### config.mk
export PLATFORM = sky130hd
export DESIGN_NAME = clkdiv_ctl
export DESIGN_NICKNAME = d
export VERILOG_FILES = /design/src/rtl/clkdiv_pkg.sv /design/src/rtl/clkdiv_regfile.sv /design/src/rtl/clkdiv_ratio_decode.sv /design/src/rtl/clkdiv_doze_gen.sv /design/src/rtl/clkdiv_ctl.sv
export SDC_FILE = /design/constraint.sdc
export NUM_CORES = 1
export LEC_CHECK = 0
export ABC_AREA = 1
export BUFFER_PORTS_ARGS = -buffer_cell sky130_fd_sc_hd__buf_2
export CAP_MARGIN = 20
export CORE_MARGIN = 3
export CORE_UTILIZATION = 52
export DETAILED_ROUTE_END_ITERATION = 8
export PLACE_DENSITY_LB_ADDON = 0.12
export RECOVER_POWER = 50
export SYNTH_ARGS = -nofsm -noshare
export SYNTH_HDL_FRONTEND = slang
export SYNTH_SLANG_ARGS = --single-unit
### constraint.sdc
create_clock -name clk -period 4.8 [get_ports clk]
set_input_delay 0.48 -clock clk [delete_from_list [all_inputs] [get_ports clk]]
set_output_delay 0.48 -clock clk [all_outputs]
set_load 0.05 [all_outputs]
### src/rtl/clkdiv_pkg.sv
package clkdiv_pkg;
    localparam int REG_W     = 16;
    localparam int SEL_W     = 3;
    localparam int PLL_W     = 2;
    localparam int PRE_W     = 5;
    localparam int RC_OUT_W  = (1 << SEL_W) + 1;
    localparam int PLL_OUT_W = 4;

    typedef struct packed {
        logic             roi;
        logic [SEL_W-1:0] doze_sel;
        logic             doze_on;
        logic [SEL_W-1:0] rc_sel;
        logic [PLL_W-1:0] pll_sel;
        logic [PRE_W-1:0] pre;
    } ctl_t;

    localparam ctl_t CTL_RESET = '{roi: 1'b0, doze_sel: 3'd3, doze_on: 1'b0,
                                   rc_sel: 3'd0, pll_sel: 2'b01, pre: 5'd0};

    typedef enum logic {
        MODE_FULL,
        MODE_DOZE
    } doze_mode_e;

    function automatic logic [REG_W-1:0] pack_read(input ctl_t c);
        return {c.roi, c.doze_sel, c.doze_on, c.rc_sel, c.pll_sel, 1'b0, c.pre};
    endfunction
endpackage

### src/rtl/clkdiv_regfile.sv
module clkdiv_regfile
    import clkdiv_pkg::*;
(
    input  logic             clk,
    input  logic             rst_n,
    input  logic             wr_en,
    input  logic [REG_W-1:0] wr_data,
    input  logic             irq_evt,
    output ctl_t             ctl_q,
    output logic [REG_W-1:0] rd_data
);
    ctl_t ctl_d;

    always_comb begin
        ctl_d = ctl_q;
        if (wr_en) begin
            ctl_d.roi = wr_data[15];
            if (!ctl_q.doze_on) begin
                ctl_d.doze_sel = wr_data[14:12];
            end
            ctl_d.doze_on = wr_data[11] && (ctl_d.doze_sel != '0);
            ctl_d.rc_sel  = wr_data[10:8];
            ctl_d.pll_sel = wr_data[7:6];
            ctl_d.pre     = wr_data[4:0];
        end
        if (ctl_q.roi && irq_evt) begin
            ctl_d.doze_on = 1'b0;
        end
    end

    always_ff @(posedge clk) begin
        if (!rst_n) begin
            ctl_q <= CTL_RESET;
        end else begin
            ctl_q <= ctl_d;
        end
    end

    assign rd_data = pack_read(ctl_q);


    ratio_locked_chk: assert property (@(posedge clk) disable iff (!rst_n)
        ctl_q.doze_on |=> (ctl_q.doze_sel == $past(ctl_q.doze_sel)));


    doze_needs_ratio_chk: assert property (@(posedge clk) disable iff (!rst_n)
        ctl_q.doze_on |-> (ctl_q.doze_sel != '0));


    irq_recover_chk: assert property (@(posedge clk) disable iff (!rst_n)
        (ctl_q.roi && irq_evt) |=> !ctl_q.doze_on);
endmodule

### src/rtl/clkdiv_ratio_decode.sv
module clkdiv_ratio_decode
    import clkdiv_pkg::*;
(
    input  logic                 clk,
    input  logic                 rst_n,
    input  logic [SEL_W-1:0]     rc_sel,
    input  logic [PLL_W-1:0]     pll_sel,
    output logic [RC_OUT_W-1:0]  rc_ratio,
    output logic [PLL_OUT_W-1:0] pll_ratio
);
    localparam int RC_TOP = (1 << SEL_W) - 1;

    always_comb begin
        if (int'(rc_sel) == RC_TOP) begin
            rc_ratio = RC_OUT_W'(1) << RC_TOP + 1;
        end else begin
            rc_ratio = RC_OUT_W'(1) << rc_sel;
        end
    end

    always_comb begin
        unique case (pll_sel)
            2'b00:   pll_ratio = PLL_OUT_W'(2);
            2'b11:   pll_ratio = PLL_OUT_W'(8);
            default: pll_ratio = PLL_OUT_W'(4);
        endcase
    end


    rc_power_of_two_chk: assert property (@(posedge clk) disable iff (!rst_n)
        $countones(rc_ratio) == 1);


    pll_valid_chk: assert property (@(posedge clk) disable iff (!rst_n)
        ($countones(pll_ratio) == 1) && !pll_ratio[0]);
endmodule

### src/rtl/clkdiv_doze_gen.sv
module clkdiv_doze_gen
    import clkdiv_pkg::*;
#(
    parameter int SHIFT_W = 3
) (
    input  logic               clk,
    input  logic               rst_n,
    input  logic               doze_on,
    input  logic [SHIFT_W-1:0] doze_sel,
    output logic               cpu_clk_en
);
    localparam int CNT_W = (1 << SHIFT_W) - 1;

    doze_mode_e         mode_q;
    doze_mode_e         mode_d;
    logic [SHIFT_W-1:0] shift_now;
    logic [SHIFT_W-1:0] shift_q;
    logic [CNT_W-1:0]   cnt_q;
    logic [CNT_W-1:0]   lim;
    logic [CNT_W:0]     span;
    logic               restart;

    assign shift_now = doze_on ? doze_sel : '0;
    assign restart   = (shift_now != shift_q);
    assign span      = (CNT_W + 1)'(1) << shift_q;
    assign lim       = CNT_W'(span - 1'b1);
    assign mode_d    = (shift_now == '0) ? MODE_FULL : MODE_DOZE;

    // state register
    always_ff @(posedge clk) begin
        if (!rst_n) begin
            mode_q  <= MODE_FULL;
            shift_q <= '0;
            cnt_q   <= '0;
        end else begin
            mode_q  <= mode_d;
            shift_q <= shift_now;
            if (restart || (cnt_q == lim)) begin
                cnt_q <= '0;
            end else begin
                cnt_q <= cnt_q + 1'b1;
            end
        end
    end

    // outputs
    always_comb begin
        unique case (mode_q)
            MODE_FULL: cpu_clk_en = !restart;
            MODE_DOZE: cpu_clk_en = !restart && (cnt_q == lim);
            default:   cpu_clk_en = 1'b0;
        endcase
    end


    single_pulse_chk: assert property (@(posedge clk) disable iff (!rst_n)
        (mode_q == MODE_DOZE && cpu_clk_en) |=> !cpu_clk_en);


    restart_clear_chk: assert property (@(posedge clk) disable iff (!rst_n)
        restart |=> (cnt_q == '0));
endmodule

### src/rtl/clkdiv_ctl.sv
module clkdiv_ctl
    import clkdiv_pkg::*;
(
    input  logic                 clk,
    input  logic                 rst_n,
    input  logic                 reg_we,
    input  logic [REG_W-1:0]     reg_wdata,
    input  logic                 irq_evt,
    output logic [REG_W-1:0]     reg_rdata,
    output logic [RC_OUT_W-1:0]  rc_div_ratio,
    output logic [PLL_OUT_W-1:0] pll_div_ratio,
    output logic                 cpu_clk_en
);
    ctl_t ctl;

    clkdiv_regfile u_regs (
        .clk     (clk),
        .rst_n   (rst_n),
        .wr_en   (reg_we),
        .wr_data (reg_wdata),
        .irq_evt (irq_evt),
        .ctl_q   (ctl),
        .rd_data (reg_rdata)
    );

    clkdiv_ratio_decode u_dec (
        .clk       (clk),
        .rst_n     (rst_n),
        .rc_sel    (ctl.rc_sel),
        .pll_sel   (ctl.pll_sel),
        .rc_ratio  (rc_div_ratio),
        .pll_ratio (pll_div_ratio)
    );

    clkdiv_doze_gen #(.SHIFT_W(SEL_W)) u_doze (
        .clk        (clk),
        .rst_n      (rst_n),
        .doze_on    (ctl.doze_on),
        .doze_sel   (ctl.doze_sel),
        .cpu_clk_en (cpu_clk_en)
    );


    bit5_zero_chk: assert property (@(posedge clk) disable iff (!rst_n)
        (reg_we && reg_wdata[5]) |=> !reg_rdata[5]);
endmodule

# Word-level counts from Yosys, hierarchy flattened
# Index checks and enable logic that the tools add are counted.
[classes]
addsub = 2
mul = 0
div_mod_pow = 0
magnitude_cmp = 0
eq_ne = 4
shift = 2
mux = 7
bitwise = 2
reduce_logical = 10
[ops]
columns = ["op", "count"]
rows = [
  ["$mux 3", 3],
  ["$mux 9", 1],
  ["$shl 1x3->9 const A", 1],
  ["$pmux 4 s2", 1],
  ["$add 7x1->7 const B", 1],
  ["$eq 7x7->1", 1],
  ["$shl 1x3->7 const A", 1],
  ["$sub 7x1->7 const B", 1],
  ["$reduce_or 2->1", 2],
  ["$eq 3x1->1 const B", 1],
  ["$logic_and 1x1->1", 3],
  ["$logic_not 3->1", 1],
  ["$ne 3x3->1", 1],
  ["$reduce_bool 3->1", 1],
  ["$eq 2x2->1 const B", 1],
  ["$logic_not 2->1", 1],
  ["$not 1->1", 2],
  ["$pmux 1 s2", 1],
  ["$logic_not 1->1", 1],
  ["$logic_or 1x1->1", 1],
  ["$mux 1", 1],
]
[word_totals]
register_bits = 26
latchBits = 0
ram_bits = 0
mem_bits_ro = 0
input_bits = 20
out_inout_bits = 30
wordCells = 36
mem_count = 0

# Depth between registers and ports, before layout
[depth]
depth_word = 5
ltp_mapped = 14
mapped_depth_nobuf = 14

# Hierarchy
# From an unflattened synthesis, not the netlist that was laid out.
[hier_totals]
hier_cells = 219
area_unflattened_um2 = 1522.7
[by_module_without_submodules]
columns = ["mod", "instances", "cells_each", "area_each_um2", "seq_area_each_um2"]
rows = [
  ["clkdiv_regfile", 1, 97, 715.7, 300.3],
  ["clkdiv_doze_gen", 1, 100, 699.4, 220.2],
  ["clkdiv_ratio_decode", 1, 22, 107.6, 0.0],
]

# Worst setup path after synthesis
# OpenSTA, ideal clock, no wires.
[synth_timing]
path_type = "register to output"
startpoint = "register u_doze.shift_q[0]"
endpoint = "output cpu_clk_en"
arrival_time_ns = 2.187
required_time_ns = 4.320
slack_ns = 2.133
stages_incl_launch_ff = 14
path_buffers = 0
cell_sequence = "dfxtp_1 inv_1 nor2_1 nand2_1 ha_1 nand2_1 inv_1 nor2_1 nand2_1 nor2_1 nand2_1 nor2_2 nand3_2 a21oi_1"
[synth_via]
elab_chain_cells = 5
elab_cells_between_ends = 7
classes_between = "add/sub: 1; eq/ne: 2; shift: 1; mux: 1; reduce/logical: 2"
[synth_rtl]
columns = ["element", "line_no", "text"]
rows = [
  ["from (decl)", "clkdiv_doze_gen.sv:17", "logic [SHIFT_W-1:0] shift_q;"],
  ["from (signal assigned)", "clkdiv_doze_gen.sv:37", "shift_q <= shift_now;"],
  ["$shl 1x3->7", "clkdiv_doze_gen.sv:25", "assign span = (CNT_W + 1)'(1) << shift_q;"],
  ["$sub 7x1->7", "clkdiv_doze_gen.sv:26", "assign lim = CNT_W'(span - 1'b1);"],
  ["$eq 7x7->1", "clkdiv_doze_gen.sv:50", "MODE_DOZE: cpu_clk_en = !restart && (cnt_q == lim);"],
  ["$logic_and 1x1->1", "clkdiv_doze_gen.sv:50", ""],
  ["$pmux 1 s2 (*)", "clkdiv_doze_gen.sv:48", "unique case (mode_q)"],
  ["to (decl)", "clkdiv_ctl.sv:12", "output logic cpu_clk_en"],
]
# Mark *: on every way between the ends. The rest lies on a longest branch, timed or not.

# Worst setup path after layout
# Same ends and word-level chain as after synthesis.

==> impl_metrics.json <==
{
  "dieArea_mm2": 0.003219,
  "worstSetupPathType": "reg2out",
  "cp_data_arrival_time_ps": 2300,
  "r2r-end": "u_doze.cnt_q[2]$_SDFF_PP0_",
  "ys_ff_latch": 26,
  "drc": 0,
  "drive_gt1_share_pct": 21.15,
  "powerDensity_mw_per_mm2": 322.6,
  "grt_first_pass_wirelength_um": 4560,
  "synth_compound_area_share_pct": 9.439,
  "ctsResizeCount": 0,
  "hold_path_end": "u_regs.ctl_q[0]$_SDFFE_PN0P_",
  "p_sw_mw": 0.1897,
  "root_buffer": "clkbuf_4",
  "peakVddDrop_uv": 214.0,
  "nFillCells": 204,
  "rr_startpoint": "u_doze.shift_q[0]$_SDFF_PN0_",
  "required_ps": 4320,
  "core_area_mm2": 0.002318,
  "synthAdderAreaFrac_pct": 3.738,
  "rsz0062_at_grt": "false",
  "fin_setup_tns_ps": 0,
  "period_share_pct": 57.87,
  "insertion_delay_ps": 310,
  "hold_viol": 0,
  "intPower_mw": 0.3160,
  "start_kind": "flip-flop",
  "worstPathMaxFanout": 4,
  "die_x_um": 56.74,
  "synth_cells": 185,
  "antenna_cells": 0,
  "reg2reg_depth": 14,
  "grt_max_degree": 18,
  "synth_top_family_by_area": "simple AND/OR/NAND/NOR gates",
  "muxShareOfSynthArea_pct": 0,
  "wl_per_cell_um": 10.73,
  "htree_levels": 1,
  "min_period_ps": 2778,
  "io_buffers": 45,
  "worstHoldStart": "reg_wdata[0]",
  "ff2ff_setup_slack_ps": 2920,
  "whs_ps": 378.9,
  "mostFrequentLayoutCell": "buf_2",
  "synthesis.area_mm2": 0.001339,
  "via_count": 1251,
  "postCtsSetupBuffers": 0,
  "cts_hold_buffers": 0,
  "tritoncts": "built",
  "drv_slew": 0,
  "wl_um": 2735,
  "outcome": "complete, no violations",
  "skew_ps": 1.653,
  "io_pins": 50,
  "power.leakage_nw": 0.7613,
  "syn_to_final_growth_pct": 17.10,
  "syn_avg_cell_area_um2": 7.237,
  "vias_per_cell": 4.906,
  "rows": 17,
  "overflow": 0,
  "nets": 252,
  "cap_violations": 0,
  "min_path_cells": 3,
  "synthTopCellsByArea": "dfxtp_1 39%, nand2_1 9.3%, nor2_1 8.1%",
  "synth_cell_type_count": 26,
  "clk_path_buf_depth": 2,
  "initial_core_util_pct": 57.74,
  "grt_util_all_layers_pct": 17.56,
  "cts.reportedPaths.clkPinSlew_ps": 130,
  "cts_sinks": 26,
  "cts_buffers": 3,
  "power_frac_comb_pct": 30.9,
  "synth_area_leader_cell": "dfxtp_1",
  "finalWeightedCongestion": 0.8174,
  "swShare_pct": 37.52,
  "yosys_warnings": 0,
  "power_frac_seq_pct": 48.0,
  "max_freq_ghz": 0.3600,
  "drt_iter0_markers": 36,
  "ant_nets": 0,
  "synth_top_area_share_pct": 38.88,
  "dieHeight_um": 56.74,
  "worst_setup_path_end_kind": "output pin",
  "slew_headroom_pct": 60.22,
  "dpl.hpwl_um": 2148,
  "finalSetupViolCount": 0,
  "seq_area_frac_synth_pct": 38.88,
  "grt_antenna_before_repair": 0,
  "synthXorXnorAreaFrac_pct": 7.850,
  "synth-simple-area-share_pct": 29.07,
  "grt_pass1_vias": 1101,
  "final_cell_mix": "36 x buf_2, 33 x nand2_1, 29 x nor2_1, 26 x dfxtp_1, 18 x inv_1",
  "pwr-share-clk_pct": 21.1,
  "hp-class": "in2reg",
  "dr.pass1.iters": 4,
  "tightest_slew_ps": 599.3
}
==> synthesized netlist by cell type <==
library cell  count
nor2_2            2
clkinv_1          1
a21oi_1           9
xor2_1            7
nand2_1          33
o31ai_1           1
inv_1            18
nand2_2           3
nor3_1            9
buf_6             2
nor2_1           29
nand3_2           1
conb_1            1
nor2_4            1
inv_6             1
o21ai_0          12
nand3b_1          1
nand4_1           1
xnor2_1           5
buf_4             4
o211ai_1          1
a31oi_1           1
nand3_1           9
ha_1              4
dfxtp_1          26
clkbuf_1          3
==> cell type report <==
class | count | area, µm² | area share [%]
multi-input combinational | 132 | 681.9 | 43.50
sequential | 26 | 520.5 | 33.20
timing repair buffer | 45 | 214.0 | 13.65
inverter | 20 | 80.08 | 5.108
clock buffer | 4 | 36.28 | 2.314
tap | 28 | 35.03 | 2.235
==> metal layers <==
metal  share of wire (%)  track usage [%]
met1                  40            18.92
met2                  52            32.51
met3                 6.1            4.138
met4                 1.5            6.954
met5                   0                0
==> cell families after synthesis <==
family | Yosys count
simple gates | 89
buf+inv | 29
flops | 26
compound gates | 24
xor+xnor | 12
fa+ha+maj | 4
other cells | 1
==> worst max-delay path by stage <==
| stage | cells after the start | slack, ps | start | end |
|---|---|---|---|---|
| after floorplan | 13 | 2130 | u_doze.shift_q[0]$_SDFF_PN0_ | cpu_clk_en |
| after global placement | 14 | 2400 | u_doze.shift_q[0]$_SDFF_PN0_ | cpu_clk_en |
| after detailed placement | 13 | 2370 | u_doze.shift_q[1]$_SDFF_PN0_ | cpu_clk_en |
| after CTS | 14 | 1990 | u_doze.shift_q[0]$_SDFF_PN0_ | cpu_clk_en |
| after global routing | 14 | 1760 | u_doze.shift_q[0]$_SDFF_PN0_ | cpu_clk_en |
| final | 14 | 2020 | u_doze.shift_q[0]$_SDFF_PN0_ | cpu_clk_en |
==> power groups by stage <==
stage	Clock [mW]	Combinational, mW	Sequential [mW]
6_report	0.107	0.156	0.243
5_1_grt	0.118	0.172	0.245
4_1_cts	0.111	0.159	0.243
3_5_place_dp	0	0.158	0.247
3_3_place_gp	0	0.155	0.246
2_1_floorplan	0	0.101	0.273
==> state kept, by name (all words and copies together), names as in the netlist <==
signal and cells:
u_regs.ctl_q 15, u_doze.cnt_q 7, u_doze.shift_q 3, u_doze.mode_q 1
==> critical path: stages, from the launching register on <==
cell and delay, ps:
dfxtp_1 460, inv_1 100, nor2_1 110, nand2_1 70, ha_1 290, nand2_1 70, inv_1 30, nor2_1 80
nand2_1 60, nor2_1 80, nand2_1 60, nor2_2 90, nand3_2 90, a21oi_1 130, buf_2 270
==> per-stage QoR <==
stage	total power [mW]	util [%]	std cells	setup slack, ps	area (µm²)
after floorplan	0.3745	-	187	2133	1346
after global placement	0.4015	66.54	251	2399	1543
after detailed placement	0.4055	66.54	251	2369	1543
final	0.5057	67.62	255	2022	1568
after CTS	0.5127	68.11	255	1990	1579
after global routing	0.5355	67.62	255	1762	1568
No activity file was read; power rests on OpenSTA's default activity.
